## config.mk

```make
export PLATFORM = sky130hd
export DESIGN_NAME = sym_timing_ctrl
export DESIGN_NICKNAME = d
export VERILOG_FILES = /design/src/rtl/sym_timing_pkg.sv /design/src/rtl/farrow_pp.sv /design/src/rtl/el_ted.sv /design/src/rtl/pi_lf.sv /design/src/rtl/mod1_ctrl.sv /design/src/rtl/sym_timing_ctrl.sv
export SDC_FILE = /design/constraint.sdc
export NUM_CORES = 2
export LEC_CHECK = 0
export BUFFER_PORTS_ARGS = -buffer_cell sky130_fd_sc_hd__buf_4
export CAP_MARGIN = 10
export CORE_ASPECT_RATIO = 0.8
export CORE_UTILIZATION = 50
export DETAILED_ROUTE_END_ITERATION = 12
export GPL_ROUTABILITY_DRIVEN = 0
export PLACE_DENSITY = 0.63
export SLEW_MARGIN = 0
export SYNTH_ARGS = -nofsm -noshare
export SYNTH_HDL_FRONTEND = slang
export SYNTH_SLANG_ARGS = --single-unit
```

## constraint.sdc

```tcl
create_clock -name clk_i -period 29.5 [get_ports clk_i]
set_input_delay 1.475 -clock clk_i [delete_from_list [all_inputs] [get_ports clk_i]]
set_output_delay 1.475 -clock clk_i [all_outputs]
set_load 0.01 [all_outputs]
```

## src/rtl/sym_timing_pkg.sv

```systemverilog
package sym_timing_pkg;
  localparam int RAILS = 2;  // I and Q
  localparam int NTAPS = 4;  // interpolator input taps
  localparam int NYH   = 3;  // late, on-time, early outputs
endpackage

```

## src/rtl/farrow_pp.sv

```systemverilog
module farrow_pp #(
  parameter int DW  = 12,
  parameter int MUW = 8
) (
  input  logic signed [DW-1:0] x0_i,
  input  logic signed [DW-1:0] x1_i,
  input  logic signed [DW-1:0] x2_i,
  input  logic signed [DW-1:0] x3_i,
  input  logic [MUW-1:0]       mu_i,
  output logic signed [DW-1:0] y_o
);
  localparam int AW = DW + 2*MUW + 8;
  localparam int SH = 2*MUW + 1;
  localparam logic signed [AW-1:0] YMAX = AW'((longint'(1) <<< (DW-1)) - 1);
  localparam logic signed [AW-1:0] YMIN = -YMAX - AW'(1);

  logic signed [AW-1:0] a0, a1, a2, a3, v1, v2, mus, acc, sh;

  always_comb begin
    a0  = AW'(x0_i);
    a1  = AW'(x1_i);
    a2  = AW'(x2_i);
    a3  = AW'(x3_i);
    mus = signed'(AW'({1'b0, mu_i}));
    // coefficients scaled by 2 (alpha = 1/2)
    v2  = a0 - a1 - a2 + a3;
    v1  = a1 + a1 + a1 - a0 - a2 - a3;
    acc = (a2 <<< SH) + mus * ((v1 <<< MUW) + mus * v2);
    sh  = acc >>> SH;
    if (sh > YMAX)      y_o = YMAX[DW-1:0];
    else if (sh < YMIN) y_o = YMIN[DW-1:0];
    else                y_o = sh[DW-1:0];
  end
endmodule

```

## src/rtl/el_ted.sv

```systemverilog
module el_ted
  import sym_timing_pkg::*;
#(
  parameter int DW = 12,
  parameter int EW = 2*DW + 2
) (
  input  logic                 en_i,
  input  logic signed [DW-1:0] late_i  [RAILS],
  input  logic signed [DW-1:0] on_i    [RAILS],
  input  logic signed [DW-1:0] early_i [RAILS],
  output logic signed [EW-1:0] err_o
);
  logic signed [EW-1:0] term [RAILS];

  for (genvar r = 0; r < RAILS; r++) begin : g_term
    assign term[r] = EW'(on_i[r]) * (EW'(late_i[r]) - EW'(early_i[r]));
  end

  assign err_o = en_i ? (term[0] + term[1]) : '0;
endmodule

```

## src/rtl/pi_lf.sv

```systemverilog
module pi_lf #(
  parameter int EW    = 26,
  parameter int CW    = 16,
  parameter int GW    = 16,
  parameter int IW    = 32,
  parameter int SHIFT = 20,
  parameter int KP    = 1100,
  parameter int KI    = 3
) (
  input  logic                 clk_i,
  input  logic                 rst_ni,
  input  logic signed [EW-1:0] e_i,
  output logic signed [IW-1:0] integ_o,
  output logic signed [CW-1:0] v_o
);
  localparam int AW = EW + GW;
  localparam int SW = ((AW > IW) ? AW : IW) + 2;
  localparam logic signed [GW-1:0] KP_C = GW'(KP);
  localparam logic signed [GW-1:0] KI_C = GW'(KI);
  localparam logic signed [SW-1:0] IMAX = SW'((longint'(1) <<< (IW-1)) - 1);
  localparam logic signed [SW-1:0] VLIM = SW'((longint'(1) <<< (CW-2)) - 1);

  logic signed [SW-1:0] p_term, i_term, i_sum, i_new, tot, shv, v_new;

  always_comb begin
    p_term = SW'(AW'(KP_C) * AW'(e_i));
    i_term = SW'(AW'(KI_C) * AW'(e_i));
    i_sum  = SW'(integ_o) + i_term;
    if (i_sum > IMAX)       i_new = IMAX;
    else if (i_sum < -IMAX) i_new = -IMAX;
    else                    i_new = i_sum;
    tot = p_term + i_new;
    shv = tot >>> SHIFT;
    if (shv > VLIM)         v_new = VLIM;
    else if (shv < -VLIM)   v_new = -VLIM;
    else                    v_new = shv;
  end

  always_ff @(posedge clk_i or negedge rst_ni) begin
    if (!rst_ni) begin
      integ_o <= '0;
      v_o     <= '0;
    end else begin
      integ_o <= IW'(i_new);
      v_o     <= CW'(v_new);
    end
  end
endmodule

```

## src/rtl/mod1_ctrl.sv

```systemverilog
module mod1_ctrl #(
  parameter int             CW       = 16,
  parameter int             MUW      = 8,
  parameter logic [CW-1:0]  CNT_INIT = CW'(3) << (CW-2)
) (
  input  logic                 clk_i,
  input  logic                 rst_ni,
  input  logic signed [CW-1:0] v_i,
  output logic signed [CW+1:0] step_o,
  output logic                 stb_o,
  output logic [MUW-1:0]       mu_o
);
  localparam logic signed [CW+1:0] HALF_S = (CW+2)'(longint'(1) <<< (CW-1));
  localparam logic signed [CW+1:0] ONE_S  = (CW+2)'(longint'(1) <<< CW);

  logic [CW-1:0]         cnt_q;
  logic signed [CW+1:0]  diff;
  logic                  und;
  logic [MUW-1:0]        mu_new;

  // restoring division, numerator below denominator on underflow
  function automatic logic [MUW-1:0] frac_div(input logic [CW-1:0] num,
                                              input logic [CW-1:0] den);
    logic [CW:0]    rem;
    logic [MUW-1:0] q;
    rem = {1'b0, num};
    q   = '0;
    for (int b = 0; b < MUW; b++) begin
      rem = rem << 1;
      q   = q << 1;
      if (rem >= {1'b0, den}) begin
        rem  = rem - {1'b0, den};
        q[0] = 1'b1;
      end
    end
    return q;
  endfunction

  always_comb begin
    step_o = HALF_S + (CW+2)'(v_i);
    diff   = signed'({2'b00, cnt_q}) - step_o;
    und    = diff[CW+1];
    mu_new = frac_div(cnt_q, step_o[CW-1:0]);
  end

  always_ff @(posedge clk_i or negedge rst_ni) begin
    if (!rst_ni) begin
      cnt_q <= CNT_INIT;
      stb_o <= 1'b0;
      mu_o  <= '0;
    end else begin
      stb_o <= und;
      cnt_q <= und ? CW'(diff + ONE_S) : CW'(diff);
      if (und) mu_o <= mu_new;
    end
  end
endmodule

```

## src/rtl/sym_timing_ctrl.sv

```systemverilog
module sym_timing_ctrl
  import sym_timing_pkg::*;
#(
  parameter int            DW       = 12,
  parameter int            MUW      = 8,
  parameter int            CW       = 16,
  parameter int            GW       = 16,
  parameter int            IW       = 32,
  parameter int            SHIFT    = 20,
  parameter int            KP       = 1100,
  parameter int            KI       = 3,
  parameter logic [CW-1:0] CNT_INIT = CW'(3) << (CW-2)
) (
  input  logic                 clk_i,
  input  logic                 rst_ni,
  input  logic signed [DW-1:0] din_i_i,
  input  logic signed [DW-1:0] din_q_i,
  output logic signed [DW-1:0] dout_i_o,
  output logic signed [DW-1:0] dout_q_o,
  output logic                 strobe_o,
  output logic [MUW-1:0]       mu_o
);
  localparam int EW = 2*DW + 2;

  logic signed [DW-1:0] din     [RAILS];
  logic signed [DW-1:0] yo      [RAILS];
  logic signed [DW-1:0] t_late  [RAILS];
  logic signed [DW-1:0] t_on    [RAILS];
  logic signed [DW-1:0] t_early [RAILS];
  logic                 stb_raw, stb_out_q, ted_en;
  logic signed [EW-1:0] ted_err;
  logic signed [IW-1:0] integ;
  logic signed [CW-1:0] lf_v;
  logic signed [CW+1:0] step;

  assign din[0] = din_i_i;
  assign din[1] = din_q_i;

  for (genvar r = 0; r < RAILS; r++) begin : g_rail
    logic signed [DW-1:0] xd [NTAPS];
    logic signed [DW-1:0] yh [NYH];
    logic signed [DW-1:0] yint;

    always_ff @(posedge clk_i or negedge rst_ni) begin
      if (!rst_ni) begin
        for (int k = 0; k < NTAPS; k++) xd[k] <= '0;
        for (int k = 0; k < NYH; k++)   yh[k] <= '0;
      end else begin
        xd[0] <= din[r];
        for (int k = 1; k < NTAPS; k++) xd[k] <= xd[k-1];
        yh[0] <= yint;
        for (int k = 1; k < NYH; k++)   yh[k] <= yh[k-1];
      end
    end

    farrow_pp #(.DW(DW), .MUW(MUW)) u_interp (
      .x0_i (xd[0]),
      .x1_i (xd[1]),
      .x2_i (xd[2]),
      .x3_i (xd[3]),
      .mu_i (mu_o),
      .y_o  (yint)
    );

    assign yo[r]      = yh[0];
    assign t_late[r]  = yh[0];
    assign t_on[r]    = yh[1];
    assign t_early[r] = yh[2];
  end

  // strobe aligned first with the output, then with the on-time tap
  always_ff @(posedge clk_i or negedge rst_ni) begin
    if (!rst_ni) begin
      stb_out_q <= 1'b0;
      ted_en    <= 1'b0;
    end else begin
      stb_out_q <= stb_raw;
      ted_en    <= stb_out_q;
    end
  end

  el_ted #(.DW(DW), .EW(EW)) u_ted (
    .en_i    (ted_en),
    .late_i  (t_late),
    .on_i    (t_on),
    .early_i (t_early),
    .err_o   (ted_err)
  );

  pi_lf #(
    .EW(EW), .CW(CW), .GW(GW), .IW(IW), .SHIFT(SHIFT), .KP(KP), .KI(KI)
  ) u_lf (
    .clk_i   (clk_i),
    .rst_ni  (rst_ni),
    .e_i     (ted_err),
    .integ_o (integ),
    .v_o     (lf_v)
  );

  mod1_ctrl #(.CW(CW), .MUW(MUW), .CNT_INIT(CNT_INIT)) u_ctr (
    .clk_i  (clk_i),
    .rst_ni (rst_ni),
    .v_i    (lf_v),
    .step_o (step),
    .stb_o  (stb_raw),
    .mu_o   (mu_o)
  );

  assign dout_i_o = yo[0];
  assign dout_q_o = yo[1];
  assign strobe_o = stb_out_q;
endmodule

```

==> results.sh <==
export IMPL_ys_seq_area_share_pct=8.14
export IMPL_grt_pass1_vias=57600
export IMPL_finalWorstSetupSlack_ps=3470
export IMPL_setup_viol=0
export IMPL_clock_tree_from_tritoncts="done"
export IMPL_cp_data_required_time_ps=30010
export IMPL_drc=0
export IMPL_clkSinkCount=243
export IMPL_die_h_microns=348
export IMPL_firstDrtPassIters=5
export IMPL_worstPathArrival_ps=26540
export IMPL_setup_crit_end_kind="register"
export IMPL_wl_microns=181000
export IMPL_final_layout_size_suffix_gt1_share_pct=3.67
export IMPL_synth_net_count=10600
export IMPL_fin_nets=10500
export IMPL_worst_slew_pin_transition_ps=1050
export IMPL_cts_buffer_depth=3
export IMPL_num_vias=55000
export IMPL_status="finished clean"
export IMPL_timing_critical_path_slowest_stage_cell="o41ai_1"
export IMPL_grt_max_degree=139
export IMPL_route_antenna_remaining_nets=0
export IMPL_boundaryPins=59
export IMPL_cts_clk_slew_worst_paths_ps=80
export IMPL_fraction_of_synthesis_flops_using_an_asynchronous_set_or_reset_pin_pct=100
export IMPL_post_cts_resized=0
export IMPL_holdCritPathClass="register to register"
export IMPL_initial_utilization_pct=50.6
export IMPL_insertion_delay_ps=630
export IMPL_setup_total_negative_slack_ps=0
export IMPL_post_synth_inst_count=8391
export IMPL_core_area_sq_um=148000
export IMPL_setup_worst_path_start_class="register"
export IMPL_rsz_0062_raised_after_global_routing="no"
export IMPL_finish_cell_count_without_fillers=10300
export IMPL_critical_path_most_common_cell="o21ai_0"
export IMPL_report_final_hold_viol_count=0
export IMPL_period_share_pct=88.2
export IMPL_wl_per_cell_microns=17.5
export IMPL_ff2ff_setup_slack_ps=3470
export IMPL_slew_headroom_pct=27.9
export IMPL_yosys_warning_total=0
export IMPL_met2RoutedLength_microns=79900
export IMPL_grt_antenna_before_repair=3
export IMPL_synth_flop_cell="dfrtp_1"
export IMPL_buffer_ports_inserted=58
export IMPL_route_layer_met1_wl_microns=89200
export IMPL_highest_net_fanout_along_the_worst_path=27
export IMPL_overflow=0
export IMPL_top_layer="met5"
export IMPL_detail_route_vias_per_cell=5.32
export IMPL_post_cts_setup_buffer_count=0
export IMPL_dr_first_iter_drc_count=3178
export IMPL_ys_types=94
export IMPL_synthesis_area_per_instance_sq_um=8.91
export IMPL_critPathMaxStageDelay_ps=690
export IMPL_synth_enable_flop_cells=0
export IMPL_floorplan_die_width_microns=434
export IMPL_place_inst=10300
export IMPL_fmax_mhz=38.4
export IMPL_drv_max_cap_violation_count=0
export IMPL_fin_worst_skew_ps=49.4
export IMPL_grt_pass1_wl_microns=304000
export IMPL_dp_hpwl_microns=148000
export IMPL_yosys_register_bits=243
export IMPL_placement_rows=126
export IMPL_worstSetupPathType="register to register"
export IMPL_dp_worst_setup_slack_ps=4220
export IMPL_wl_met3_microns=9160
export IMPL_syn_area_sq_um=74800
export IMPL_synthToLayoutAreaGrowth_pct=4.95
export IMPL_design_die_area_sq_um=151000
export IMPL_cts_buffers=35
export IMPL_finalWorstPathRequiredPeriod_ps=26030
export IMPL_maxSlewViolCount=0
export IMPL_clock_tree_root_cell="clkbuf_16"
export IMPL_cts_hold_buffers=0
export IMPL_h_tree_lvls=2
export IMPL_final_util_pct=53.1
export IMPL_grt_usage_pct=24.8
## registers in the layout, indices dropped and copies added, names as in the netlist
signal	cells
dout_i_o	12
dout_q_o	12
g_rail.xd	96
g_rail.yh	48
strobe_o	1
ted_en	1
u_ctr.cnt_q	16
u_ctr.mu_o	8
u_ctr.stb_o	1
u_lf.integ_o	32
u_lf.v_o	16
## per-stage QoR
| step | hold slack, ps | instance area (sq um) |
|---|---|---|
| 4_1_cts | 352 | 78400 |
| 2_1_floorplan | 331 | 74800 |
| 3_3_place_gp | 333 | 77200 |
| 5_1_grt | 355 | 78500 |
| 3_5_place_dp | 337 | 77200 |
| 6_report | 351 | 78500 |
## worst paths after layout
| check | cells after the start | to | startpoint |
|---|---|---|---|
| setup / recovery | 100 | u_ctr.mu_o[0] | u_lf.v_o[1] |
| hold / removal | 0 | strobe_o | u_ctr.stb_o |
| setup reg to reg | 100 | u_ctr.mu_o[0] | u_lf.v_o[1] |
| hold reg to reg | 0 | strobe_o | u_ctr.stb_o |
| max in group asynchronous | 2 | u_ctr.mu_o[3] | rst_ni |
| min in group asynchronous | 1 | g_rail[0].xd[44] | rst_ni |
## critical path: cells and delay by family (launching register included)
family                   cells  cell delay [ps]
AO/OA/AOI/OAI               64            15190
flip-flops                   1              600
adder cells (fa/ha/maj)      8             2840
AND/OR/NAND/NOR             22             5450
multiplexers                 2              820
buffers and inverters        4             1000
## layout by cell type (no fill, tap or decap), types with 15 or more instances in the layout
master / instances
or2_2: 15
nor2_1: 230
nand4_1: 43
nor4_1: 20
ha_1: 901
nor3_1: 92
nand2_1: 734
nand3_1: 72
nor2b_1: 161
mux2_2: 63
a31oi_1: 27
xnor2_1: 335
o21bai_1: 83
o31ai_1: 16
a21boi_0: 20
and3_1: 38
fa_1: 1269
buf_4: 124
or3_1: 24
o211ai_1: 21
inv_1: 1734
dfrtp_1: 233
o21ai_0: 232
nand2b_1: 149
mux2i_1: 18
clkbuf_16: 36
and2_1: 573
a21oi_1: 352
xor2_1: 128
o31a_1: 15
a211oi_1: 35
o21a_1: 91
a21o_1: 215
## cells by family (layout without fill, tap and decap cells)
logic type	count (synthesis)	in the layout	synth area share [%]
other	1	2	0.00502
xor gates and xnor gates	470	470	5.64
AOI/OAI and AO/OA	1247	1247	10.8
and+or+nand+nor	2197	2197	15.0
DFF	243	243	8.14
muxes	83	83	1.22
buffers and inverters	1980	1927	10.1
adders and majority gates	2170	2170	49.1
## final cells by class
type                            instances  area (sq um)
Clock buffer                           46           968
Fill cell                           13900         69400
Clock inverter                         18           236
Tap cell                             1984          2480
Sequential cell                       243          6110
Timing Repair Buffer                  127           978
Antenna cell                            1          2.50
Multi-Input combinational cell       6168         61200
Inverter                             1736          6520
## synthesized netlist by cell type, types with 20 or more instances
cell type / number / area, sq um
mux2_2: 63 / 709
nand3_1: 72 / 360
nand2b_1: 149 / 932
o21bai_1: 83 / 623
o21ai_0: 233 / 1170
nor2_1: 230 / 863
o211ai_1: 21 / 158
or3_1: 24 / 150
dfrtp_1: 241 / 6030
nor3_1: 92 / 460
buf_4: 28 / 210
a21boi_0: 20 / 150
xnor2_1: 335 / 2930
a31oi_1: 27 / 169
nor4_1: 20 / 125
and2_1: 573 / 3580
inv_1: 1734 / 6510
nand4_1: 43 / 269
a21oi_1: 352 / 1760
ha_1: 901 / 11300
clkbuf_1: 206 / 773
fa_1: 1269 / 25400
a21o_1: 215 / 1610
a211oi_1: 35 / 263
nand2_1: 734 / 2760
xor2_1: 128 / 1120
o21a_1: 91 / 683
nor2b_1: 161 / 1010
and3_1: 38 / 238
## metal layers
metal / vias to the layer above / global-route usage [%]
met3: 133 / 2.28
met1: 27400 / 37.6
met4: 2 / 4.51
li1: 26200 / -
met2: 1211 / 38.8
met5: - / 0
Power is not shown: default switching activity piles up to over one toggle a cycle in this logic, so the estimate is an artifact.
